==> src/rtl/irq_pkg.sv <==
package irq_pkg;
    typedef enum logic [0:0] {
        ST_IDLE   = 1'b0,
        ST_VECTOR = 1'b1
    } irq_state_e;

    // Slot 0 is reserved for reset, so source k sits in slot k+1, two words per slot.
    function automatic logic [31:0] slot_offset(input logic [31:0] src);
        return (src + 32'd1) << 1;
    endfunction
endpackage

==> src/rtl/irq_flag_bank.sv <==
module irq_flag_bank #(
    parameter int NUM_SRC = 8
) (
    input  logic               clk,
    input  logic               rst_n,
    input  logic [NUM_SRC-1:0] set_i,
    input  logic [NUM_SRC-1:0] clr_i,
    output logic [NUM_SRC-1:0] flag_o
);
    for (genvar g = 0; g < NUM_SRC; g++) begin : g_flag
        logic flag_q;
        always_ff @(posedge clk) begin
            if (!rst_n) begin
                flag_q <= 1'b0;
            end else if (set_i[g]) begin
                flag_q <= 1'b1;          // a new event wins over a clear
            end else if (clr_i[g]) begin
                flag_q <= 1'b0;
            end
        end
        assign flag_o[g] = flag_q;
    end
endmodule

==> src/rtl/irq_prio_pick.sv <==
module irq_prio_pick #(
    parameter int NUM_SRC = 8,
    localparam int IDX_W = (NUM_SRC > 1) ? $clog2(NUM_SRC) : 1
) (
    input  logic [NUM_SRC-1:0] pend_i,
    output logic               hit_o,
    output logic [IDX_W-1:0]   idx_o
);
    always_comb begin
        hit_o = 1'b0;
        idx_o = '0;
        for (int i = NUM_SRC - 1; i >= 0; i--) begin
            if (pend_i[i]) begin
                hit_o = 1'b1;
                idx_o = IDX_W'(i);
            end
        end
    end
endmodule

==> src/rtl/irq_gie_reg.sv <==
module irq_gie_reg (
    input  logic clk,
    input  logic rst_n,
    input  logic take_i,
    input  logic clr_i,
    input  logic set_i,
    output logic gie_o
);
    always_ff @(posedge clk) begin
        if (!rst_n) begin
            gie_o <= 1'b0;
        end else if (take_i || clr_i) begin
            gie_o <= 1'b0;
        end else if (set_i) begin
            gie_o <= 1'b1;
        end
    end
endmodule

==> src/rtl/irq_vector_ctrl.sv <==
module irq_vector_ctrl
    import irq_pkg::*;
#(
    parameter int          NUM_SRC   = 8,
    parameter int          PC_W      = 16,
    parameter logic [31:0] BOOT_BASE = 32'h0000_3800
) (
    input  logic               clk,
    input  logic               rst_n,
    input  logic [NUM_SRC-1:0] req_i,
    input  logic [NUM_SRC-1:0] src_en_i,
    input  logic               gie_set_i,
    input  logic               gie_clr_i,
    input  logic               reti_i,
    input  logic               boundary_i,
    input  logic               ack_i,
    input  logic               vec_boot_i,
    input  logic               rst_boot_i,
    output logic               take_o,
    output logic [PC_W-1:0]    vec_addr_o,
    output logic [PC_W-1:0]    reset_vec_o,
    output logic               gie_o,
    output logic [NUM_SRC-1:0] flags_o
);
    localparam int IDX_W = (NUM_SRC > 1) ? $clog2(NUM_SRC) : 1;
    localparam logic [PC_W-1:0] BOOT_PC = PC_W'(BOOT_BASE);

    irq_state_e           state_q, state_d;
    logic [IDX_W-1:0]     win_idx, win_q;
    logic                 win_hit;
    logic                 take_start;
    logic                 done;
    logic [NUM_SRC-1:0]   clr_mask;
    logic [PC_W-1:0]      vec_q, vec_d;

    irq_flag_bank #(.NUM_SRC(NUM_SRC)) u_flags (
        .clk    (clk),
        .rst_n  (rst_n),
        .set_i  (req_i),
        .clr_i  (clr_mask),
        .flag_o (flags_o)
    );

    irq_prio_pick #(.NUM_SRC(NUM_SRC)) u_pick (
        .pend_i (flags_o & src_en_i),
        .hit_o  (win_hit),
        .idx_o  (win_idx)
    );

    irq_gie_reg u_gie (
        .clk    (clk),
        .rst_n  (rst_n),
        .take_i (take_start),
        .clr_i  (gie_clr_i),
        .set_i  (gie_set_i || reti_i),
        .gie_o  (gie_o)
    );

    assign take_start = (state_q == ST_IDLE) && boundary_i && gie_o && win_hit;
    assign done       = (state_q == ST_VECTOR) && ack_i;

    // next-state logic: TAKE and DONE transitions
    always_comb begin
        state_d = state_q;
        unique case (state_q)
            ST_IDLE:   if (take_start) state_d = ST_VECTOR;
            ST_VECTOR: if (done)       state_d = ST_IDLE;
            default:                   state_d = ST_IDLE;
        endcase
    end

    // state register
    always_ff @(posedge clk) begin
        if (!rst_n) begin
            state_q <= ST_IDLE;
        end else begin
            state_q <= state_d;
        end
    end

    // vector computed from the winner and the base selected at TAKE
    always_comb begin
        vec_d = (vec_boot_i ? BOOT_PC : '0) + PC_W'(slot_offset(32'(win_idx)));
    end

    always_ff @(posedge clk) begin
        if (!rst_n) begin
            win_q <= '0;
            vec_q <= '0;
        end else if (take_start) begin
            win_q <= win_idx;
            vec_q <= vec_d;
        end
    end

    // output process
    always_comb begin
        clr_mask    = '0;
        take_o      = 1'b0;
        vec_addr_o  = vec_q;
        reset_vec_o = rst_boot_i ? BOOT_PC : '0;
        unique case (state_q)
            ST_IDLE: begin
                take_o = 1'b0;
            end
            ST_VECTOR: begin
                take_o = 1'b1;
                if (ack_i) clr_mask[win_q] = 1'b1;
            end
            default: begin
                take_o = 1'b0;
            end
        endcase
    end
endmodule

==> config.mk <==
export PLATFORM = sky130hd
export DESIGN_NAME = irq_vector_ctrl
export DESIGN_NICKNAME = d
export VERILOG_FILES = /design/src/rtl/irq_pkg.sv /design/src/rtl/irq_flag_bank.sv /design/src/rtl/irq_prio_pick.sv /design/src/rtl/irq_gie_reg.sv /design/src/rtl/irq_vector_ctrl.sv
export SDC_FILE = /design/constraint.sdc
export NUM_CORES = 1
export LEC_CHECK = 0
export BUFFER_PORTS_ARGS = -buffer_cell sky130_fd_sc_hd__buf_2
export CAP_MARGIN = 15
export CORE_ASPECT_RATIO = 1.75
export CORE_MARGIN = 2
export CORE_UTILIZATION = 47
export CTS_CLUSTER_DIAMETER = 200
export DETAILED_ROUTE_END_ITERATION = 8
export GPL_ROUTABILITY_DRIVEN = 0
export GPL_TIMING_DRIVEN = 0
export PLACE_DENSITY = 0.84
export RECOVER_POWER = 50
export REMOVE_ABC_BUFFERS = 1
export SLEW_MARGIN = 15
export SYNTH_ARGS = -nofsm -noshare
export SYNTH_HDL_FRONTEND = slang
export SYNTH_HIERARCHICAL = 1
export SYNTH_SLANG_ARGS = --single-unit
==> constraint.sdc <==
create_clock -name clk -period 2.83 [get_ports clk]
set_input_delay 0.566 -clock clk [delete_from_list [all_inputs] [get_ports clk]]
set_output_delay 0.566 -clock clk [all_outputs]
set_load 0.03 [all_outputs]
==> implementation parameters <==
Parameter                              Value

Yosys
  Async set-or-reset flop fraction in the synthesized netlist ... 0%
  Number of storage elements in the synthesis netlist ... 18
  Cell types with the largest area share after synthesis ... dfxtp_1 30%, buf_4 22%, nor2b_4 9.1%
  Most instantiated cells after synthesis ... 36 x buf_4, 18 x dfxtp_1, 15 x nand2_1
  Mapped cell area ... approximately 1200 sq um
  Proportion of synthesized chip area in sequential cells ... slightly below 30%
  Number of flops mapped to enable cells by yosys ... 0
  Largest area contributor in the synthesized netlist ... dfxtp_1
  Most common cell in the netlist ... buf_4
  Top-area cell type share of the netlist area ... slightly below 30%
  Count of different cell masters after synthesis ... 32
  Yosys synthesis warning count ... 6
  Dominant register cell in the synthesized netlist ... dfxtp_1
  Syn Area/Cell ... 8.84 sq um
  Cell count after synthesis ... 137

Die
  Chip Width ... 42.4 microns
  Standard-cell rows ... 24
  Initial cell density of the core ... between 40% and 50%
  Count of boundary I/O pins ... 67
  Floorplan die area ... approximately 3000 sq um
  Chip Height ... ~70 microns
  Placeable Area ... roughly 2500 sq um

Timing
  Slew Limit Headroom ... 55.0%
  Final Setup Violations ... 0
  Maximum clock rate ... 514 MHz
  Final Hold Violating Endpoints ... 0
  Layout Skew ... 0.00397 ns
  Final worst-path cycle share ... between 60 and 70%
  Unrepaired setup endpoints after global routing ... false
  Post-layout min period ... just under 2 ns
  Setup TNS ... 0 ns
  Count of final max-slew check failures ... 0
  Slew of the pin with the lowest slew margin ... between 0.6 and 0.7 ns

Route
  Iter 0 DRT Violations ... 7
  Overall routed net length ... between 2 and 2.5 mm
  DRC viols ... 0
  Mean number of vias per cell ... around 4.7
  DR pass1 iterations ... 4
  WL/cell ... 11.1 microns
  Total via count after detailed routing ... around 900
  Number of routed nets with antenna violations ... 0

Final layout
  Number of antenna cells inserted ... 0
  Final net count ... 193
  Number of inserted filler cells in the final layout ... roughly 250
  Fraction of layout cells with a size suffix above 1 ... between 20% and 30%
  P&R area growth vs syn ... 5.99%
  Final cell utilization of the core ... 52.1%

Worst setup path
  Crit path max-delay cell type ... o41ai_1
  CP max FO ... 4
  Data arrival time at the worst-slack endpoint ... about 2.1 ns
  Startpoint kind of the worst setup timing path ... primary input
  Critical setup path kind ... in2reg
  Critical path capture point type ... register
  Data required time at the worst endpoint ... just under 3 ns
  Delay contributed by the slowest stage of the critical path ... around 0.7 ns
  Cells along the critical path ... buf_2 -> and2_1 -> o41ai_1 -> ha_1 -> xnor2_1 -> nand2_1 -> o211a_1

Power
  Power Dens Cells ... about 480 nW/um^2
  Worst supply voltage drop on vdd ... approximately 350 uV
  Leakage power ... 0.000596 uW

Clocking
  Maximum level of the CTS H-tree ... 1
  Maximum root-to-sink buffer count ... 2
  Number of instances resized during post-cts repair ... 0
  Clock tree from TritonCTS ... done
  CTS clock-pin slew for the worst setup and hold paths ... 0.06 ns
  Number of sinks driven by the clock tree ... 18
  Root Buffer Master ... clkbuf_8
  Setup fix buffers added after clock tree synthesis ... 0
  Hold-fix buffers at CTS ... 0
  Later-pin clock latency in the skew report ... between 0.2 and 0.3 ns
  Number of CTS-inserted buffers ... 3

Place
  Quantity of I/O buffers inserted on ports ... 40
  DP HPWL ... between 1.5 and 2 mm

Status
  Outcome ... finished, final reports clean

Hold path
  Worst hold path class ... reg2reg

GRT
  Antenna violations before repair ... 0
  GR Overflow Total ... 0
  GRT Overall Usage ... between 10% and 20%
  Wire length of the first global-routing pass ... approximately 3.4 mm
  Largest net degree at the start of global routing ... 19
  Number of global-route vias before repair ... 858

Job
  MaxCap Viol Count ... 0
==> metrics by stage <==
stage	total power, uW	worst slack (ns)	area [sq um]	hold WS (ns)	cells
3_5_place_dp	442	0.637	1250	0.454	188
4_1_cts	622	0.898	1290	0.465	191
3_3_place_gp	438	0.676	1250	0.444	188
2_1_floorplan	401	0.934	1020	0.452	122
6_report	612	0.885	1280	0.468	191
5_1_grt	639	0.779	1280	0.465	191
==> worst paths after layout <==
path / start / end / slack, ns / cells after the start
min reg2reg: vec_addr_o[4] / vec_addr_o[4] / 0.47 / 2
max reg2reg: u_flags/g_flag[2].flag_q / vec_addr_o[3] / 0.94 / 6
max: src_en_i[2] / vec_addr_o[3] / 0.89 / 7
min: vec_addr_o[4] / vec_addr_o[4] / 0.47 / 2
==> power by group <==
| group | switching [uW] | leakage (uW) | internal (uW) |
|---|---|---|---|
| Combinational | 104 | 0.000426 | 54.0 |
| Sequential | 9.29 | 0.000148 | 266 |
| Clock | 83.4 | 0.0000216 | 94.7 |
==> logic make-up (layout without fill, tap and decap cells) <==
logic type      count (synthesis)  after routing  share of synthesized area [%]
fa+ha+maj                       1              1                           1.03
xor+xnor                        1              1                          0.723
flops                          18             18                           29.8
buf+inv                        38             45                           23.1
simple gates                   56             56                           31.5
other cells                     1             22                          0.310
compound gates                 22             22                           13.5
==> layer usage <==
layer	up-vias	global-route usage, %	wire length [microns]
met5	-	0	0
met4	0	10.4	47
met3	4	2.30	146
met2	41	30.1	1260
met1	409	12.3	658
li1	450	-	-
==> critical path: cells and delay by family <==
kind,cells,cell delay [ns]
and+or+nand+nor,2,0.24
buffers and inverters,1,0.09
AOI/OAI and AO/OA,2,0.80
adders and majority gates,1,0.27
xor gates and xnor gates,1,0.12
==> area by class of cell <==
type	count	area [sq um]	share of cell area (%)
well taps	26	32.5	2.53
flip-flops and latches	18	360	28.1
repair buffers	40	190	14.8
multi-input cells	102	649	50.6
inverters	2	10.0	0.780
clock buffers	3	41.3	3.22
==> cells in the final DEF, fill, tap and decap left out, types with 2 or more instances in the layout <==
master and n:
dfxtp_1 18, and2_1 8, nor3_1 2, nand2b_1 3, nor2_1 9, clkbuf_1 8
nor2b_1 2, a21boi_1 3, conb_1 22, nand2_1 15, nor2b_4 8, buf_2 32
a21boi_0 5, clkbuf_8 3, o21a_1 8
==> state kept, by name, summed over array words and instances (netlist names) <==
signal / flops
vec_addr_o: 5
u_flags/g_flag.flag_q: 8
win_q: 3
u_gie/gie_o: 1
state_q: 1
No activity file was read; power rests on OpenSTA's default activity.
